==> config.mk <==
export PLATFORM = sky130hd
export DESIGN_NAME = gpio_safe_dir
export DESIGN_NICKNAME = d
export VERILOG_FILES = /design/src/rtl/gpio_safe_pkg.sv /design/src/rtl/gpio_cfg_regs.sv /design/src/rtl/gpio_abort_gate.sv /design/src/rtl/gpio_in_sync.sv /design/src/rtl/gpio_safe_dir.sv
export SDC_FILE = /design/constraint.sdc
export NUM_CORES = 1
export LEC_CHECK = 0
export BUFFER_PORTS_ARGS = -buffer_cell sky130_fd_sc_hd__buf_2
export CORE_UTILIZATION = 45
export CTS_BUF_LIST = sky130_fd_sc_hd__clkbuf_4 sky130_fd_sc_hd__clkbuf_8 sky130_fd_sc_hd__clkbuf_16
export CTS_CLUSTER_SIZE = 28
export DETAILED_ROUTE_END_ITERATION = 6
export GPL_TIMING_DRIVEN = 0
export MAX_ROUTING_LAYER = met4
export PLACE_DENSITY = 0.79
export SLEW_MARGIN = 20
export SYNTH_ARGS = -nofsm -noshare
export SYNTH_HDL_FRONTEND = slang
export SYNTH_SLANG_ARGS = --single-unit
export TNS_END_PERCENT = 30
==> constraint.sdc <==
create_clock -name clk -period 1.9 [get_ports clk]
set_clock_uncertainty 0.05 [all_clocks]
set_input_delay 0.285 -clock clk [delete_from_list [all_inputs] [get_ports clk]]
set_output_delay 0.285 -clock clk [all_outputs]
set_load 0.005 [all_outputs]
==> src/rtl/gpio_safe_pkg.sv <==
package gpio_safe_pkg;
  localparam int unsigned ADDR_W = 2;

  typedef enum logic [ADDR_W-1:0] {
    SEL_DIR  = 2'd0,
    SEL_DOUT = 2'd1,
    SEL_RSV2 = 2'd2,
    SEL_RSV3 = 2'd3
  } reg_sel_e;
endpackage

==> src/rtl/gpio_cfg_regs.sv <==
module gpio_cfg_regs
  import gpio_safe_pkg::*;
#(
  parameter int unsigned N_PINS = 16
) (
  input  logic              clk,
  input  logic              rst_n,
  input  logic              wr_en,
  input  logic [ADDR_W-1:0] wr_addr,
  input  logic [N_PINS-1:0] wr_data,
  output logic [N_PINS-1:0] dir_q,
  output logic [N_PINS-1:0] dout_q
);
  logic hit_dir, hit_dout;

  always_comb begin
    hit_dir  = wr_en && (reg_sel_e'(wr_addr) == SEL_DIR);
    hit_dout = wr_en && (reg_sel_e'(wr_addr) == SEL_DOUT);
  end

  // Direction bits are written even during an abort; the gate stage masks them.
  always_ff @(posedge clk) begin
    if (!rst_n) begin
      dir_q  <= '0;
      dout_q <= '0;
    end else begin
      if (hit_dir)  dir_q  <= wr_data;
      if (hit_dout) dout_q <= wr_data;
    end
  end

  p_dir_write_r2: assert property (@(posedge clk) disable iff (!rst_n)
    (wr_en && wr_addr == SEL_DIR) |=> dir_q == $past(wr_data));

  p_dout_write_r3: assert property (@(posedge clk) disable iff (!rst_n)
    (wr_en && wr_addr == SEL_DOUT) |=> dout_q == $past(wr_data));

  p_unmapped_hold_r8: assert property (@(posedge clk) disable iff (!rst_n)
    (wr_en && wr_addr[1]) |=> ($stable(dir_q) && $stable(dout_q)));
endmodule

==> src/rtl/gpio_abort_gate.sv <==
module gpio_abort_gate #(
  parameter int unsigned N_PINS = 16
) (
  input  logic              clk,
  input  logic              rst_n,
  input  logic              abort_in,
  input  logic [N_PINS-1:0] dir_q,
  output logic [N_PINS-1:0] oe
);
  logic abort_q;

  // Reset value 1 keeps every driver off until the first real sample.
  always_ff @(posedge clk) begin
    if (!rst_n) abort_q <= 1'b1;
    else        abort_q <= abort_in;
  end

  genvar g;
  generate
    for (g = 0; g < N_PINS; g++) begin : g_pin
      assign oe[g] = dir_q[g] & ~abort_q;
    end
  endgenerate

  p_abort_blocks_r4: assert property (@(posedge clk) disable iff (!rst_n)
    $past(abort_in) |-> (oe == '0));

  p_oe_within_dir_r5: assert property (@(posedge clk) disable iff (!rst_n)
    (oe & ~dir_q) == '0);
endmodule

==> src/rtl/gpio_in_sync.sv <==
module gpio_in_sync #(
  parameter int unsigned N_PINS      = 16,
  parameter int unsigned SYNC_STAGES = 2
) (
  input  logic              clk,
  input  logic              rst_n,
  input  logic [N_PINS-1:0] pin_async,
  output logic [N_PINS-1:0] pin_sync
);
  logic [N_PINS-1:0] stage [SYNC_STAGES];

  genvar s;
  generate
    for (s = 0; s < SYNC_STAGES; s++) begin : g_stage
      if (s == 0) begin : g_first
        always_ff @(posedge clk) begin
          if (!rst_n) stage[s] <= '0;
          else        stage[s] <= pin_async;
        end
      end else begin : g_next
        always_ff @(posedge clk) begin
          if (!rst_n) stage[s] <= '0;
          else        stage[s] <= stage[s-1];
        end
      end
    end
  endgenerate

  assign pin_sync = stage[SYNC_STAGES-1];

  // Count edges since reset so the latency check never reaches back into reset.
  logic [1:0] warm;
  always_ff @(posedge clk) begin
    if (!rst_n)          warm <= '0;
    else if (warm != 2'd3) warm <= warm + 2'd1;
  end

  generate
    if (SYNC_STAGES == 2) begin : g_chk
      p_sync_latency_r7: assert property (@(posedge clk) disable iff (!rst_n)
        (warm >= 2'd2) |-> (pin_sync == $past(pin_async, 2)));
    end
  endgenerate
endmodule

==> src/rtl/gpio_safe_dir.sv <==
module gpio_safe_dir
  import gpio_safe_pkg::*;
#(
  parameter int unsigned N_PINS      = 16,
  parameter int unsigned SYNC_STAGES = 2
) (
  input  logic              clk,
  input  logic              rst_n,
  input  logic              wr_en_i,
  input  logic [ADDR_W-1:0] wr_addr_i,
  input  logic [N_PINS-1:0] wr_data_i,
  input  logic              abort_i,
  input  logic [N_PINS-1:0] pin_i,
  output logic [N_PINS-1:0] pin_oe_o,
  output logic [N_PINS-1:0] pin_out_o,
  output logic [N_PINS-1:0] dir_rd_o,
  output logic [N_PINS-1:0] dout_rd_o,
  output logic [N_PINS-1:0] pin_rd_o
);
  logic [N_PINS-1:0] dir_q, dout_q;

  gpio_cfg_regs #(.N_PINS(N_PINS)) u_regs (
    .clk     (clk),
    .rst_n   (rst_n),
    .wr_en   (wr_en_i),
    .wr_addr (wr_addr_i),
    .wr_data (wr_data_i),
    .dir_q   (dir_q),
    .dout_q  (dout_q)
  );

  gpio_abort_gate #(.N_PINS(N_PINS)) u_gate (
    .clk      (clk),
    .rst_n    (rst_n),
    .abort_in (abort_i),
    .dir_q    (dir_q),
    .oe       (pin_oe_o)
  );

  gpio_in_sync #(.N_PINS(N_PINS), .SYNC_STAGES(SYNC_STAGES)) u_sync (
    .clk       (clk),
    .rst_n     (rst_n),
    .pin_async (pin_i),
    .pin_sync  (pin_rd_o)
  );

  assign pin_out_o = dout_q;
  assign dir_rd_o  = dir_q;
  assign dout_rd_o = dout_q;

  p_release_restore_r6: assert property (@(posedge clk) disable iff (!rst_n)
    !$past(abort_i) |-> (pin_oe_o == dir_rd_o));

  p_abort_write_quiet_r5: assert property (@(posedge clk) disable iff (!rst_n)
    ($past(abort_i) && $past(wr_en_i)) |-> (pin_oe_o == '0));
endmodule

Word level (Yosys, flattened, before mapping)
Memory sizes are Yosys's and may differ from the RTL's.
Cells that the tools add are included.
- div/mod/pow operators: 0
- shift operators: 0
- magnitude comparators: 0
- multiply operators: 0
- equal/unequal tests: 1
- reduce and logical (&&, ||, !) cells: 3
- add/subtract/negate cells: 0
- bitwise operators: 19
- multiplexer cells: 4
- operators by type and width (cell ; number):
    $mux 16 ; 2
    $and 1x1->1 ; 16
    $eq 2x1->1 const B ; 1
    $logic_and 1x1->1 ; 2
    $logic_not 2->1 ; 1
    $mux 1 ; 2
    $or 1x1->1 ; 2
    $not 1->1 ; 1
- memory bits (read-only): 0
- logic and storage cells: 31
- memories: 1
- input port bits: 38
- RAM bits: 32
- register bits: 33
- latch bits: 0
- output and inout bits: 80
- memory list (name ; depth ; width ; read ports ; clocked after Yosys merged registers in ; wr ports ; line ; text):
    u_sync.stage ; 2 ; 16 ; 2 ; 0 ; 2 ; gpio_in_sync.sv:10 ; logic [N_PINS-1:0] stage [SYNC_STAGES];

Logic depth before layout (Yosys ltp)
- depth after elaboration: 2
- depth in mapped cells: 4
- mapped depth without buffers: 2

Cells and area by module
A second synthesis with hierarchy kept.
- cells, all modules: 225
- area total of the unflattened synthesis: 2429.8 µm²
- modules (own cells, without submodules) (module ; sequential area each (µm²) ; area each (µm²) ; instances ; cells an instance):
    gpio_cfg_regs ; 640.6 ; 1243.7 ; 1 ; 123
    gpio_in_sync ; 640.6 ; 895.9 ; 1 ; 67
    gpio_abort_gate ; 20.0 ; 170.2 ; 1 ; 19
    gpio_safe_dir ; 0.0 ; 120.1 ; 1 ; 16

Worst setup path after synthesis
Ideal clock, no wire load.
- kind: reg-to-output
- from: register u_gate.abort_q
- to: output port pin_oe_o[0]
- data required time: 1565 ps
- cell stages (with the launch flop): 3
- data arrival time: 758 ps
- path buffers: 1
- path slack: 807 ps
- path through: dfxtp_1 clkbuf_1 nor2b_1
- longest elaborated chain between the ends: 2
- RTL lines (item ; line ; text):
    start: declaration ; gpio_abort_gate.sv:10 ; logic abort_q;
    start signal: assignment ; gpio_abort_gate.sv:15 ; else abort_q <= abort_in;
    $not 1->1 ; gpio_abort_gate.sv:21 ; assign oe[g] = dir_q[g] & ~abort_q;
    $and 1x1->1 ; gpio_abort_gate.sv:21 ;
    end: declaration ; gpio_safe_dir.sv:14 ; output logic [N_PINS-1:0] pin_oe_o,
No other way between the ends.

Worst setup path in the final report
- from: register u_gate.abort_q
- to: output port pin_oe_o[8]
Same word-level chain as after synthesis.

==> impl_metrics.yaml <==
setup_path:
  worst-endpoint-arrival_ps: 1320
  r2r_slack_ps: 1230
  cp_slowest_cell: "dfxtp_1"
  critPathRequiredTime_ps: 1560
  crit_chain: "clkbuf_2, nor2b_1, buf_2"
  path_max_fanout: 10
  path_delay_family: "flip-flops"
  cp_slowest_stage_delay_ps: 490
  crit_path_end_kind: "primary output"
  start_kind: "register"
  path_class: "reg2out"
  cp_num_buf_inv: 2
place:
  post-place-cells: 409
  dpl_cell_area_sq_um: 3015
  hpwlAfterDp_mm: 3.584
  place.gp.congestion: 0.7502
  io_buffers: 116
power_and_ir_drop:
  ir_drop_uv: 829.4
  finalPower_mw: 2.981
  power.density_nw_per_um2: 918.3
  power_leakage_nw: 1.738
run_status:
  outcome: "complete, no violations"
logic_synthesis:
  seq_area_frac_synth: 0.5535
  yosys.cell_types.count: 14
  synth-warning-count: 0
  ys_seq_elements: 65
  syn_inst: 226
  synth.cell_area_sq_um: 2351
  synth_nets: 264
  syn_area_per_cell_sq_um: 10.40
sta:
  finalSetupViolations: 0
  rsz0062_at_grt: "false"
  relSlewSlack: 0.7918
  setup-tns-final_ps: 0
  fin_crit_ps: 1659
  fin_crit_sh: 0.8730
  worst_slew_pin_slew_ps: 312.4
  finalMaxSlewViolations: 0
  hold_viol_final: 0
  max_freq_ghz: 0.6029
final_layout:
  stdcell_area_sq_um: 3246
  utilization: 0.6651
  area_growth_pct: 38.05
  finalNonFillerCells: 425
  final_cell_mix: "122 x buf_2, 65 x dfxtp_1, 48 x nand2_1"
  drive_above_1_share: 0.4469
  diodes: 0
  layout_commonest_cell: "buf_2"
  num-nets-final: 391
clock_network:
  cts-root-buf: "clkbuf_8"
  cts_hold_buf: 0
  clock_latency_ps: 330
  cts.path.max_buffers: 2
  numCtsBuffers: 9
  htreeDepth: 3
  clock_sinks: 65
  tritoncts: "yes"
  clkSlewWorstSetupHoldPaths_ps: 60
drt:
  wl_met2_mm: 2.162
  wire_per_inst_um: 11.28
  post_drt_via_cell_ratio: 4.433
  wl_met1_mm: 2.180
  top_layer: "met4"
  num_vias: 1884
  dr.pass1.iters: 4
  met3_length_um: 403
  drc: 0
  postRouteAntennaNets: 0
  drt_iter0_markers: 87
  postRouteWirelength_mm: 4.795
global_route:
  antenna_found_initial: 0
  grt_max_degree: 12
  grtUsageTotal: 0.1849
  grt_pass1_wl_mm: 7.251
  grt_pass1_vias: 1663
  overflow: 0
die:
  rows: 25
  die_h_um: 74.28
  fp.coreArea_sq_um: 4880
  die_w_um: 74.28
  dieArea_sq_um: 5518
  ios: 118
  start_util: 0.4818
hold_path:
  worstHoldPathType: "in2reg"
flow_run:
  cap_violations: 0
-- final timing paths --
path / startpoint / endpoint / cells past startpoint
worst max-delay path: u_gate.abort_q$_SDFF_PN1_ / pin_oe_o[8] / 3
worst min-delay path: abort_i / u_gate.abort_q$_SDFF_PN1_ / 2
worst max register to register: u_regs.dir_q[12]$_SDFFE_PN0P_ / u_regs.dir_q[12]$_SDFFE_PN0P_ / 2
worst min register to register: u_sync.stage[0][5]$_SDFF_PN0_ / u_sync.stage[1][5]$_SDFF_PN0_ / 1
-- cell families after synthesis --
kind of cell | Yosys count | synth area share
mux | 32 | 0.1362
simple gates | 99 | 0.2155
flops | 65 | 0.5535
buf+inv | 30 | 0.09473
-- flip-flops by register name (all words and copies together) (netlist names) --
name / cells
u_gate.abort_q: 1
u_regs.dir_q: 16
u_sync.stage: 32
u_regs.dout_q: 16
-- metrics by stage --
step,worst slack (ps),hold WS (ps)
after detailed placement,412.5,369.2
after global routing,169.9,77.49
after CTS,50.19,78.93
after global placement,424.0,363.2
final,241.2,90.37
after floorplan,807.3,336.5
-- routing by layer --
layer | vias to the layer above | track usage
met5 | - | -
met4 | 0 | 0.06289
met3 | 8 | 0.07317
met2 | 88 | 0.2899
met1 | 833 | 0.2162
li1 | 955 | -
-- synth_stat cells --
| library cell | instances | area (sq um) |
|---|---|---|
| dfxtp_1 | 65 | 1301 |
| nand2_1 | 48 | 180.2 |
| and2_1 | 32 | 200.2 |
| mux2i_1 | 32 | 320.3 |
| buf_4 | 16 | 120.1 |
| nor2b_1 | 16 | 100.1 |
| buf_2 | 6 | 30.03 |
| clkbuf_1 | 4 | 15.01 |
| buf_6 | 2 | 22.52 |
| buf_12 | 1 | 20.02 |
| buf_8 | 1 | 15.01 |
| nand2b_1 | 1 | 6.260 |
| nand3b_1 | 1 | 7.510 |
| nor3b_2 | 1 | 12.51 |
-- power by group --
| group | internal, mW | switching, mW |
|---|---|---|
| clock network | 0.805 | 0.496 |
| logic | 0.130 | 0.105 |
| registers | 1.42 | 0.0255 |
| total | 2.35 | 0.626 |
-- worst register-to-register path, stage by stage, from the launching register on --
cell,delay (ps)
dfxtp_1,360
nand2_1,60
mux2i_1,130
-- cell type report --
cell class / instances / area [sq um]
Tap cell: 67 / 83.83
Clock buffer: 11 / 151.4
Multi-Input combinational cell: 131 / 827.0
Clock inverter: 5 / 77.57
Timing Repair Buffer: 116 / 580.6
Sequential cell: 65 / 1301
Buffer: 30 / 224.0
Fill cell: 404 / 1634
-- what timing repair did --
item,in CTS,in global routing
resized for setup,0,2
setup buffers,0,0
endpoints found under the setup margin,0,1
(Power assumes the default switching activity.)
